==> src/rtl/fgsd_pkg.sv <==
package fgsd_pkg;

   // true when val lies within ctr +/- tol, bounds included
   function automatic logic in_band(input int val, input int ctr, input int tol);
      return (val >= ctr - tol) && (val <= ctr + tol);
   endfunction

endpackage

==> src/rtl/fgsd_tick_gen.sv <==
module fgsd_tick_gen #(
   parameter int PRE_LOG2 = 4
) (
   input  logic clk,
   input  logic rst_n,
   input  logic run,
   output logic tick
);

   generate
      if (PRE_LOG2 == 0) begin : g_direct
         always_ff @(posedge clk) begin
            if (!rst_n) tick <= 1'b0;
            else        tick <= run;
         end
      end else begin : g_div
         logic [PRE_LOG2-1:0] div_q;

         always_ff @(posedge clk) begin
            if (!rst_n || !run) div_q <= '0;
            else                div_q <= div_q + 1'b1;
         end

         always_ff @(posedge clk) begin
            if (!rst_n) tick <= 1'b0;
            else        tick <= run && (&div_q);
         end

         AST_TICK_GAP: assert property (@(posedge clk) disable iff (!rst_n)
            tick |=> !tick);
      end
   endgenerate

endmodule

==> src/rtl/fgsd_fg_edge.sv <==
module fgsd_fg_edge (
   input  logic clk,
   input  logic rst_n,
   input  logic fg_in,
   output logic rise
);

   logic s1_q, s2_q, s3_q;

   always_ff @(posedge clk) begin
      if (!rst_n) begin
         s1_q <= 1'b0;
         s2_q <= 1'b0;
         s3_q <= 1'b0;
      end else begin
         s1_q <= fg_in;
         s2_q <= s1_q;
         s3_q <= s2_q;
      end
   end

   assign rise = s2_q & ~s3_q;

endmodule

==> src/rtl/fgsd_period_meter.sv <==
module fgsd_period_meter #(
   parameter int CNT_W = 11
) (
   input  logic             clk,
   input  logic             rst_n,
   input  logic             run,
   input  logic             tick,
   input  logic             rise,
   output logic [CNT_W-1:0] cnt,
   output logic [CNT_W-1:0] meas,
   output logic             meas_vld,
   output logic             armed,
   output logic             sat
);

   localparam logic [CNT_W-1:0] MAXV = '1;

   logic [CNT_W-1:0] cnt_inc;

   assign sat     = (cnt == MAXV);
   assign cnt_inc = (tick && !sat) ? cnt + 1'b1 : cnt;

   always_ff @(posedge clk) begin
      if (!rst_n || !run) begin
         cnt      <= '0;
         meas     <= '0;
         meas_vld <= 1'b0;
         armed    <= 1'b0;
      end else begin
         meas_vld <= rise && armed;
         if (rise) begin
            meas  <= cnt_inc;
            cnt   <= '0;
            armed <= 1'b1;
         end else begin
            cnt <= cnt_inc;
         end
      end
   end

   AST_CNT_CLEAR: assert property (@(posedge clk) disable iff (!rst_n)
      (run && rise) |=> (cnt == '0));
   AST_NO_OVERFLOW: assert property (@(posedge clk) disable iff (!rst_n)
      (run && sat && !rise) |=> sat);
   AST_FIRST_EDGE_ARMS: assert property (@(posedge clk) disable iff (!rst_n)
      (run && rise && !armed) |=> (!meas_vld && armed));

endmodule

==> src/rtl/fgsd_error_out.sv <==
module fgsd_error_out #(
   parameter int CNT_W  = 11,
   parameter int TARGET = 512,
   parameter int BAND   = 32
) (
   input  logic             clk,
   input  logic             rst_n,
   input  logic             run,
   input  logic             tick,
   input  logic [CNT_W-1:0] cnt,
   input  logic [CNT_W-1:0] meas,
   input  logic             meas_vld,
   input  logic             armed,
   input  logic             sat,
   output logic             accel,
   output logic             ph_up,
   output logic             ph_dn,
   output logic             lock_n
);

   localparam logic [CNT_W-1:0] TGT_V  = CNT_W'(TARGET);
   localparam logic [CNT_W-1:0] HI_V   = CNT_W'(TARGET + BAND);
   localparam logic [CNT_W:0]   TWO_T  = (CNT_W + 1)'(2 * TARGET);

   logic             half_q;
   logic [CNT_W-1:0] first_q;
   logic [CNT_W-1:0] rem_q;
   logic [CNT_W:0]   pair_sum;
   logic             meas_ok;

   assign pair_sum = {1'b0, first_q} + {1'b0, meas};
   assign meas_ok  = fgsd_pkg::in_band(int'(meas), TARGET, BAND);
   assign ph_dn    = (rem_q != '0);

   // frequency decision over interval pairs, stall override
   always_ff @(posedge clk) begin
      if (!rst_n || !run) begin
         half_q  <= 1'b0;
         first_q <= '0;
         accel   <= 1'b0;
      end else if (meas_vld) begin
         if (!half_q) begin
            first_q <= meas;
            half_q  <= 1'b1;
         end else begin
            half_q <= 1'b0;
            accel  <= (pair_sum > TWO_T);
         end
      end else if (sat) begin
         accel <= 1'b1;
      end
   end

   // lock window
   always_ff @(posedge clk) begin
      if (!rst_n || !run)     lock_n <= 1'b1;
      else if (meas_vld)      lock_n <= !meas_ok;
      else if (cnt > HI_V)    lock_n <= 1'b1;
   end

   // phase error: late while overdue, early as a width-coded pulse
   always_ff @(posedge clk) begin
      if (!rst_n || !run) begin
         ph_up <= 1'b0;
         rem_q <= '0;
      end else begin
         ph_up <= armed && (cnt > TGT_V);
         if (meas_vld)                rem_q <= (meas < TGT_V) ? TGT_V - meas : '0;
         else if (tick && ph_dn)      rem_q <= rem_q - 1'b1;
      end
   end

   AST_PH_EXCLUSIVE: assert property (@(posedge clk) disable iff (!rst_n)
      !(ph_up && ph_dn));
   AST_LOCK_IN_BAND: assert property (@(posedge clk) disable iff (!rst_n)
      (run && meas_vld && meas_ok) |=> !lock_n);
   AST_ACCEL_HOLD: assert property (@(posedge clk) disable iff (!rst_n)
      (run && !meas_vld && !sat) |=> $stable(accel));
   AST_STALL_ACCEL: assert property (@(posedge clk) disable iff (!rst_n)
      (run && sat) |=> accel);
   AST_DN_AFTER_EARLY: assert property (@(posedge clk) disable iff (!rst_n)
      (run && meas_vld && (meas < TGT_V)) |=> ph_dn);

endmodule

==> src/rtl/fg_speed_discriminator.sv <==
module fg_speed_discriminator #(
   parameter int PRE_LOG2 = 4,
   parameter int TARGET   = 512
) (
   input  logic clk,
   input  logic rst_n,
   input  logic run,
   input  logic fg_in,
   output logic accel,
   output logic ph_up,
   output logic ph_dn,
   output logic lock_n
);

   localparam int BAND  = TARGET / 16;
   localparam int CNT_W = $clog2(TARGET) + 2;

   generate
      if (TARGET < 16 || (TARGET % 16) != 0) begin : g_bad_target
         $error("TARGET must be a multiple of 16 and at least 16");
      end
      if (PRE_LOG2 < 0 || PRE_LOG2 > 12) begin : g_bad_prescale
         $error("PRE_LOG2 must lie in 0..12");
      end
   endgenerate

   logic             tick;
   logic             rise;
   logic [CNT_W-1:0] cnt;
   logic [CNT_W-1:0] meas;
   logic             meas_vld;
   logic             armed;
   logic             sat;

   fgsd_tick_gen #(.PRE_LOG2(PRE_LOG2)) u_tick (
      .clk   (clk),
      .rst_n (rst_n),
      .run   (run),
      .tick  (tick)
   );

   fgsd_fg_edge u_edge (
      .clk   (clk),
      .rst_n (rst_n),
      .fg_in (fg_in),
      .rise  (rise)
   );

   fgsd_period_meter #(.CNT_W(CNT_W)) u_meter (
      .clk      (clk),
      .rst_n    (rst_n),
      .run      (run),
      .tick     (tick),
      .rise     (rise),
      .cnt      (cnt),
      .meas     (meas),
      .meas_vld (meas_vld),
      .armed    (armed),
      .sat      (sat)
   );

   fgsd_error_out #(.CNT_W(CNT_W), .TARGET(TARGET), .BAND(BAND)) u_err (
      .clk      (clk),
      .rst_n    (rst_n),
      .run      (run),
      .tick     (tick),
      .cnt      (cnt),
      .meas     (meas),
      .meas_vld (meas_vld),
      .armed    (armed),
      .sat      (sat),
      .accel    (accel),
      .ph_up    (ph_up),
      .ph_dn    (ph_dn),
      .lock_n   (lock_n)
   );

   AST_STOP_IDLE: assert property (@(posedge clk) disable iff (!rst_n)
      !run |=> (!accel && lock_n && !ph_up && !ph_dn));

endmodule

==> config.mk <==
export PLATFORM = sky130hd
export DESIGN_NAME = fg_speed_discriminator
export DESIGN_NICKNAME = d
export VERILOG_FILES = /design/src/rtl/fgsd_pkg.sv /design/src/rtl/fgsd_tick_gen.sv /design/src/rtl/fgsd_fg_edge.sv /design/src/rtl/fgsd_period_meter.sv /design/src/rtl/fgsd_error_out.sv /design/src/rtl/fg_speed_discriminator.sv
export SDC_FILE = /design/constraint.sdc
export NUM_CORES = 1
export LEC_CHECK = 0
export CAP_MARGIN = 10
export CORE_UTILIZATION = 40
export CTS_CLUSTER_DIAMETER = 150
export DETAILED_ROUTE_END_ITERATION = 16
export SLEW_MARGIN = 5
export SYNTH_ARGS = -nofsm -noshare
export SYNTH_HDL_FRONTEND = slang
export SYNTH_HIERARCHICAL = 1
export SYNTH_SLANG_ARGS = --single-unit
==> constraint.sdc <==
create_clock -name clk -period 2.55 [get_ports clk]
set_input_delay 0.51 -clock clk [delete_from_list [all_inputs] [get_ports clk]]
set_output_delay 0.51 -clock clk [all_outputs]
set_load 0.01 [all_outputs]
=== Yosys cells after proc, flatten, opt, wreduce, memory -nomap -nowiden ===
Index checks and enable logic that the tools add are counted.

* Add/subtract/negate cells: 5
* Magnitude comparators: 6
* Equal/unequal tests: 2
* Multiplexer cells: 10
* Bitwise operators: 3
* Reduce and logical (&&, ||, !) cells: 19

{| class="wikitable"
|+ Operator list
! cell !! number
|-
| 11-bit 2-to-1 mux || 4
|-
| 11-bit by 10-bit greater-than comparator with 1-bit output, second input constant || 2
|-
| 11-bit by 11-bit adder with 12-bit output || 1
|-
| 12-bit by 11-bit greater-than comparator with 1-bit output, second input constant || 1
|-
| 11-bit by 1-bit adder with 11-bit output, second input constant || 1
|-
| 11-bit == test, second input constant || 1
|-
| 11-bit by 9-bit >= comparator with 1-bit output, second input constant || 1
|-
| 11-bit by 10-bit less-or-equal comparator with 1-bit output, second input constant || 1
|-
| 11-bit by 10-bit less-than comparator with 1-bit output, second input constant || 1
|-
| 11-bit nonzero test || 1
|-
| 10-bit by 11-bit subtractor with 11-bit output, first input constant || 1
|-
| 11-bit by 1-bit subtractor with 11-bit output, second input constant || 1
|-
| 1-bit logical AND || 6
|-
| 1-bit 2-to-1 mux || 6
|-
| 2-bit nonzero test || 3
|-
| 4-bit by 1-bit adder with 4-bit output, second input constant || 1
|-
| 1-bit zero test || 4
|-
| 2-bit AND reduction || 2
|-
| 4-bit AND reduction || 1
|-
| 2-bit by 1-bit != test with 1-bit output, second input constant || 1
|-
| 1-bit NOT || 2
|-
| 2-bit OR reduction || 1
|-
| 1-bit AND || 1
|-
| 1-bit logical OR || 1
|}

* Register bits after elaboration: 58
* Input port bits: 4
* Output and inout port bits: 4
* Logic and storage cells: 60

=== Longest topological paths before layout ===
Gate-level depths: netlist (run 1).

* Word-level depth: 4
* Depth in mapped cells: 9
* Depth with buffers taken out: 9

=== Cells and area by module ===
Netlist (run 1), hierarchy kept.

{| class="wikitable"
|+ By module, submodules not included
! module !! times used !! cells each !! area an instance (um2) !! seq. area each (um2)
|-
| fgsd_error_out || 1 || 264 || 1953.1 || 520.5
|-
| fgsd_period_meter || 1 || 127 || 1059.8 || 480.5
|-
| fgsd_tick_gen || 1 || 17 || 175.2 || 100.1
|-
| fgsd_fg_edge || 1 || 7 || 92.6 || 60.1
|}

=== Worst setup path after synthesis (run 1) ===
No wires, ideal clock.

* Path type: register to register
* Start point: reg u_meter.meas[0]
* End point: reg u_err.accel
* Setup time: 74 ps
* Arrival: 1999 ps
* Data required time: 2476 ps
* Setup slack: 476 ps
* Cell stages (with the launch flop): 10
* Path buffers: 0
* Clock period less this slack: 2074 ps
* Path through: dfxtp_1 ha_1 inv_1 fa_1 nand2b_1 a21oi_1 o32ai_1 mux2i_1 a31o_2 a31oi_1

* Cells in the longest elaborated chain, start to end: 4

{| class="wikitable"
|+ RTL lines
! item !! RTL line !! RTL
|-
| from (decl) || fgsd_period_meter.sv:10 || <nowiki>output logic [CNT_W-1:0] meas,</nowiki>
|-
| from (signal assigned) || fgsd_period_meter.sv:32 || <nowiki>meas <= cnt_inc;</nowiki>
|-
| 11-bit by 11-bit adder with 12-bit output || fgsd_error_out.sv:31 || <nowiki>assign pair_sum = {1'b0, first_q} + {1'b0, meas};</nowiki>
|-
| 12-bit by 11-bit greater-than comparator with 1-bit output || fgsd_error_out.sv:47 || <nowiki>accel <= (pair_sum > TWO_T);</nowiki>
|-
| 1-bit 2-to-1 mux || fgsd_error_out.sv:42 || <nowiki>if (!half_q) begin</nowiki>
|-
| 1-bit 2-to-1 mux || fgsd_error_out.sv:41 || <nowiki>end else if (meas_vld) begin</nowiki>
|-
| to (signal assigned) || fgsd_error_out.sv:47 ||
|-
| to (decl) || fgsd_error_out.sv:15 || <nowiki>output logic accel,</nowiki>
|}

No other way between the ends. The select of a mux whose other input is x is not followed.
A chain may end at the register's enable or synchronous reset.

=== Worst setup path after layout (run 1) ===
* Start point: reg u_err.rem_q[0]
* End point: out ph_dn

* Cells in the longest elaborated chain, start to end: 1

{| class="wikitable"
|+ RTL lines
! item !! RTL line !! RTL
|-
| from (decl) || fgsd_error_out.sv:27 || <nowiki>logic [CNT_W-1:0] rem_q;</nowiki>
|-
| from (signal assigned) || fgsd_error_out.sv:68 || <nowiki>if (meas_vld) rem_q <= (meas < TGT_V) ? TGT_V - meas : '0;</nowiki>
|-
| from (signal assigned) || fgsd_error_out.sv:69 || <nowiki>else if (tick && ph_dn) rem_q <= rem_q - 1'b1;</nowiki>
|-
| 11-bit nonzero test || fgsd_error_out.sv:33 || <nowiki>assign ph_dn = (rem_q != '0);</nowiki>
|-
| to (decl) || fg_speed_discriminator.sv:11 || <nowiki>output logic ph_dn,</nowiki>
|}

No other way between the ends.

==> results of run 1 <==
path summary, 6_finish.rpt:
check,start,end
min reg2reg,u_edge/s1_q$_SDFF_PN0_,u_edge/s2_q$_SDFF_PN0_
max,u_err/rem_q[0]$_SDFFE_PP0P_,ph_dn
min,u_edge/s1_q$_SDFF_PN0_,u_edge/s2_q$_SDFF_PN0_
max reg2reg,u_meter/meas[0]$_SDFFE_PP0P_,u_err/accel$_SDFFE_PP0P_
logic make-up after synthesis:
family,count (synthesis)
flops,58
compound gates,110
fa+ha+maj,16
simple gates,182
buf+inv,32
mux,3
xor+xnor,14
flip-flops by register name, indices dropped and copies added (netlist names):
register and cells:
u_err/ph_up 1, u_err/rem_q 11, u_tick/g_div.div_q 4, u_edge/s2_q 1, u_err/accel 1, u_meter/meas_vld 1
u_meter/armed 1, u_err/half_q 1, u_meter/meas 11, u_err/lock_n 1, u_edge/s1_q 1, u_tick/tick 1
u_err/first_q 11, u_edge/s3_q 1, u_meter/cnt 11
power by group through the flow:
stage / logic (uW) / registers, uW / clock network, uW
6_report: 39.4 / 912 / 883
3_3_place_gp: 38.5 / 932 / 0
2_1_floorplan: 19.7 / 932 / 0
4_1_cts: 39.6 / 912 / 908
5_1_grt: 43.1 / 912 / 954
3_5_place_dp: 39.3 / 932 / 0
cell usage after synthesis, types with 7 or more instances:
cell	instances	area (sq um)
nand3_1	13	65.1
o21ai_0	27	135
inv_1	18	67.6
o31ai_1	7	52.6
a31oi_1	11	68.8
dfxtp_1	58	1160
ha_1	15	188
xnor2_1	11	96.3
a21oi_1	35	175
nand2_1	55	206
nor2_1	38	143
clkbuf_1	8	30.0
nor3_1	15	75.1
nand4_1	12	75.1
area by class of cell:
cell class / instances / area, sq um / share of cell area
Clock buffer: 13 / 169 / 0.0450
Clock inverter: 2 / 35.0 / 0.00933
Tap cell: 102 / 128 / 0.0340
Timing Repair Buffer: 25 / 205 / 0.0547
Sequential cell: 58 / 1160 / 0.309
Inverter: 18 / 67.6 / 0.0180
Multi-Input combinational cell: 325 / 1990 / 0.530
per-layer routing:
layer  GRT usage  part of all wire  vias up  wire length (um)
li1            -                 -     1557                 -
met4      0.0794             0.020        0               167
met3      0.0509             0.047       13               383
met5           0                 0        -                 0
met2       0.314              0.44       81              3660
met1       0.274              0.49     1446              4010
per-stage QoR:
stage / instance area, sq um / hold slack [ns] / std cells / utilization
finish: 3750 / 0.432 / 543 / 0.478
global route: 3750 / 0.464 / 543 / 0.478
CTS: 3750 / 0.437 / 543 / 0.478
detailed placement: 3550 / 0.415 / 528 / 0.452
global placement: 3550 / 0.421 / 528 / 0.452
floorplan: 3280 / 0.406 / 415 / -
==> flow_summary.ini, run 1 <==
[logic_synthesis]
ys_seq_elements = 58
syn_nets = 435
synth_edf_count = 0
synth_cells = 415
synthSimpleGateAreaFrac = 0.287
ys.flop_type = dfxtp_1
synth-compound-area-share = 0.209
synthAdderAreaFrac = 0.0633
ys_async_sr_fraction = 0
synth.yosys.seq_area_share = 0.354
yosys_warnings = 6
synth.avg_cell_area_sq_um = 7.91
muxShareOfSynthArea = 0.00915
synth_xor_xnor_area_share = 0.0374
synth_area_sq_um = 3280
synth_top_family_by_area = simple AND/OR/NAND/NOR gates
ys_types = 64

[floorplanning]
fp.dieW_um = 92.6
die_y_um = 92.6
rows = 32
start_util = 0.418
core_area_sq_um = 7850
die_area_sq_um = 8570
io-pin-count = 8

[worst_setup_path]
critical_path.max_fanout = 5
crit_family = buffers and inverters
crit_buf_inv = 2
arrival_ns = 1.87
startpoint_type = register
regToRegSetupSlack_ns = 0.24
crit_path_end_kind = output port
path_class = register to output port
path_depth = 5
cp.required_ns = 2.04
crit_slowest_cell = clkdlybuf4s50_1
crit_path_cell_trace = inv_1, ha_1, nor2b_2, nand4_1, clkdlybuf4s50_1
crit_path_max_incr_delay_ns = 0.53
rr_worst_depth = 9

[detailed_routing]
finalWirelength_mm = 8.21
postRouteAntennaNets = 0
wire_per_inst_um = 15.1
vias_per_cell = 5.70
drt_iter0_drc = 271
dr.pass1.iters = 4
drc = 0
vias = 3097

[clocking]
cts_buffer_depth = 2
cts.sinks = 58
cts_resized = 0
clock-root-buffer = clkbuf_8
cts_setup_buffers = 0
clk_latency_ns = 0.34
cts_made_buffers = 9
cts_tree = yes
holdBufCountCts = 0
htreeDepth = 3
clk_pin_slew_ns = 0.07

[job]
max_cap_viol_count = 0

[global_route]
grt_pass1_vias = 2771
grt_max_degree = 18
antenna_found_initial = 0
grt_overflow_total = 0
track_usage = 0.204
grt_pass1_wl_mm = 13.6

[run_status]
status = finished clean

[sta]
relSlewSlack = 0.650
slew_viol_final = 0
fin_crit_sh = 0.935
hold_viol = 0
max_freq_mhz = 419
max_slew.worst_pin.slew_ns = 0.523
rsz0062_at_grt = no
setup_tns_ns = 0
min_period_ns = 2.38
clock_skew_ns = 0.0102
finalSetupViolations = 0
fin_ws_ns = 0.166

[final_layout]
final_layout_size_suffix_gt1_frac = 0.104
most-common-layout-cells = 58 x dfxtp_1, 55 x nand2_1, 38 x nor2_1, 35 x a21oi_1, 27 x o21ai_0
area_growth_pct = 14.4
antenna_cells = 0
final_common_cell = dfxtp_1
layout.nets = 457
fillers = 810

[pwr]
switching_power_uw = 386
pwr-share-seq = 0.497
power.density_nw_per_um2 = 489
report.power.total_uw = 1830
swShare = 0.210
ir_drop_uv = 329
intPower_uw = 1450
combinationalPowerShare = 0.021
cellLeakagePower_uw = 0.00141
p_clk_frac = 0.481

[hold_path]
hold_class = register to register
hold_depth = 1

[placement]
pre_cts_slack_ns = 0.265
io_buffer_count = 7
hpwl_mm = 6.01
gp_congestion = 0.879
(Power assumes the default switching activity.)
==> run 2: changes to the inputs <==
- CORE_UTILIZATION: 40 -> 46
- CTS_CLUSTER_SIZE: not set -> 20
==> run 2 against run 1 <==
  * Non-clock buffer count is 2 lower
  * Global-route usage increased by 3.7 points
  * Hold slack better by 0.0091 ns
  * Critical path type unchanged
  * Worst setup slack worse by 0.00055 ns
  * First-iteration DRC count fell by 14%
  * Count of clock-buffer cells in the layout decreased by 2
  * Total power is 3.8% higher
  * Register-to-register slack better by 0.02 ns
  * Wire length about the same
  * Fmax hardly changed
  * Sequential power about the same
==> flow_summary.ini, run 2 (synthesis results as in run 1) <==
[final_layout]
antenna_cells = 0
final_layout_size_suffix_gt1_frac = 0.105
area_growth_pct = 14.2
final_common_cell = dfxtp_1
layout.nets = 455
final_cells = 536
most-common-layout-cells = 57 x dfxtp_1, 55 x nand2_1, 38 x nor2_1, 35 x a21oi_1, 27 x o21ai_0
fillers = 681

[sta]
relSlewSlack = 0.657
fin_crit_sh = 0.935
hold_viol = 0
min_period_ns = 2.38
slew_viol_final = 0
clock_skew_ns = 0.0106
rsz0062_at_grt = no
setup_tns_ns = 0
fin_ws_ns = 0.165
finalSetupViolations = 0
max_slew.worst_pin.slew_ns = 0.511
max_freq_mhz = 419
finalHoldWorstSlack_ns = 0.441

[detailed_routing]
dr.pass1.iters = 6
finalWirelength_mm = 8.22
vias = 3106
drt_iter0_drc = 233
vias_per_cell = 5.79
wire_per_inst_um = 15.3
drc = 0
postRouteAntennaNets = 0

[clocking]
clock-root-buffer = clkbuf_8
cts.sinks = 58
cts_setup_buffers = 0
clk_latency_ns = 0.34
cts_buffer_depth = 2
clk_pin_slew_ns = 0.07
htreeDepth = 3
cts_made_buffers = 9
cts_tree = yes

[worst_setup_path]
startpoint_type = register
path_class = register to output port
timing.rr.end = u_err/accel$_SDFFE_PP0P_
critical_path.max_fanout = 5
arrival_ns = 1.87
regToRegSetupSlack_ns = 0.26
regToRegStartpoint = u_meter/meas[1]$_SDFFE_PP0P_
startpoint = u_err/rem_q[0]$_SDFFE_PP0P_
crit_path_end = ph_dn
crit_path_end_kind = output port
rr_worst_depth = 8
cp.required_ns = 2.04

[placement]
pre_cts_slack_ns = 0.227
io_buffer_count = 7
hpwl_mm = 5.90
post-place-cells = 520
gp_congestion = 0.860

[floorplanning]
fp.dieW_um = 86.5
io-pin-count = 8
die_area_sq_um = 7470
rows = 30
start_util = 0.480
die_y_um = 86.5
core_area_sq_um = 6830

[global_route]
met3_usage = 0.0571
grt_max_degree = 18
use_met1 = 0.327
antenna_found_initial = 0
grt_use_met2 = 0.376
grt_pass1_wl_mm = 14.0
grt_pass1_vias = 2910
grt_overflow_total = 0
track_usage = 0.241
grt.busiest_layer = met2

[job]
max_cap_viol_count = 0

[pwr]
ir_drop_uv = 288
report.power.total_uw = 1900
cellLeakagePower_uw = 0.00140
power.density_nw_per_um2 = 508
combinationalPowerShare = 0.021
pwr-share-seq = 0.479
p_clk_frac = 0.500
swShare = 0.213
intPower_uw = 1500
switching_power_uw = 406

[hold_path]
hold_class = register to register

[run_status]
status = finished clean
## run 2: cell types whose count changed in the layout (fill, tap and decap cells not counted), sizes merged
cell / before / now
clkinvlp: 0 / 1
bufinv: 1 / 2
clkinv: 1 / 2
buf: 18 / 16
clkbuf: 13 / 11
## run 2: worst min path at each step
stage | startpoint | to | slack [ns] | depth (start not counted)
5_1_grt | u_edge/s1_q$_SDFF_PN0_ | u_edge/s2_q$_SDFF_PN0_ | 0.47 | 1
3_3_place_gp | u_edge/s1_q$_SDFF_PN0_ | u_edge/s2_q$_SDFF_PN0_ | 0.42 | 1
4_1_cts | u_edge/s1_q$_SDFF_PN0_ | u_edge/s2_q$_SDFF_PN0_ | 0.45 | 1
3_5_place_dp | u_edge/s1_q$_SDFF_PN0_ | u_edge/s2_q$_SDFF_PN0_ | 0.43 | 1
2_1_floorplan | u_edge/s1_q$_SDFF_PN0_ | u_edge/s2_q$_SDFF_PN0_ | 0.41 | 1
6_report | u_edge/s1_q$_SDFF_PN0_ | u_edge/s2_q$_SDFF_PN0_ | 0.44 | 1
## run 2: layout make-up
| class | instances | area, sq um | share of cell area |
|---|---|---|---|
| flip-flops and latches | 58 | 1160 | 0.310 |
| clock inverters | 5 | 77.6 | 0.0207 |
| inverters | 18 | 67.6 | 0.0180 |
| repair buffers | 23 | 190 | 0.0508 |
| clock buffers | 11 | 141 | 0.0377 |
| multi-input cells | 325 | 1990 | 0.531 |
| well taps | 96 | 120 | 0.0321 |
## run 2: critical path, stage by stage, from the launching register on
cell and delay, ns:
dfxtp_1 0.39, inv_1 0.06, ha_1 0.26, nor2b_2 0.20, nand4_1 0.10, clkdlybuf4s50_1 0.53
## run 2: layer usage
metal	wire [um]	part of all wire	vias up
li1	-	-	1550
met1	4100	0.50	1453
met2	3630	0.44	94
met3	411	0.050	9
met4	81	0.0099	0
met5	0	0	-
## run 2: per-stage QoR
step / instance area [sq um] / util
finish: 3750 / 0.549
global route: 3750 / 0.549
CTS: 3740 / 0.548
detailed placement: 3520 / 0.516
global placement: 3520 / 0.516
floorplan: 3280 / -
## run 2: repair_timing
item / 4_1_cts / 5_1_grt
hold buffers: 0 / 0
setup endpoints to repair: 0 / 2
resized for setup: 0 / 2
## run 2: power groups by stage
stage          clock network (uW)  registers (uW)  logic, uW
2_1_floorplan                   0             932       19.7
5_1_grt                      1020             911       44.0
6_report                      953             912       39.8
3_5_place_dp                    0             932       39.4
3_3_place_gp                    0             932       39.6
4_1_cts                       973             911       39.6
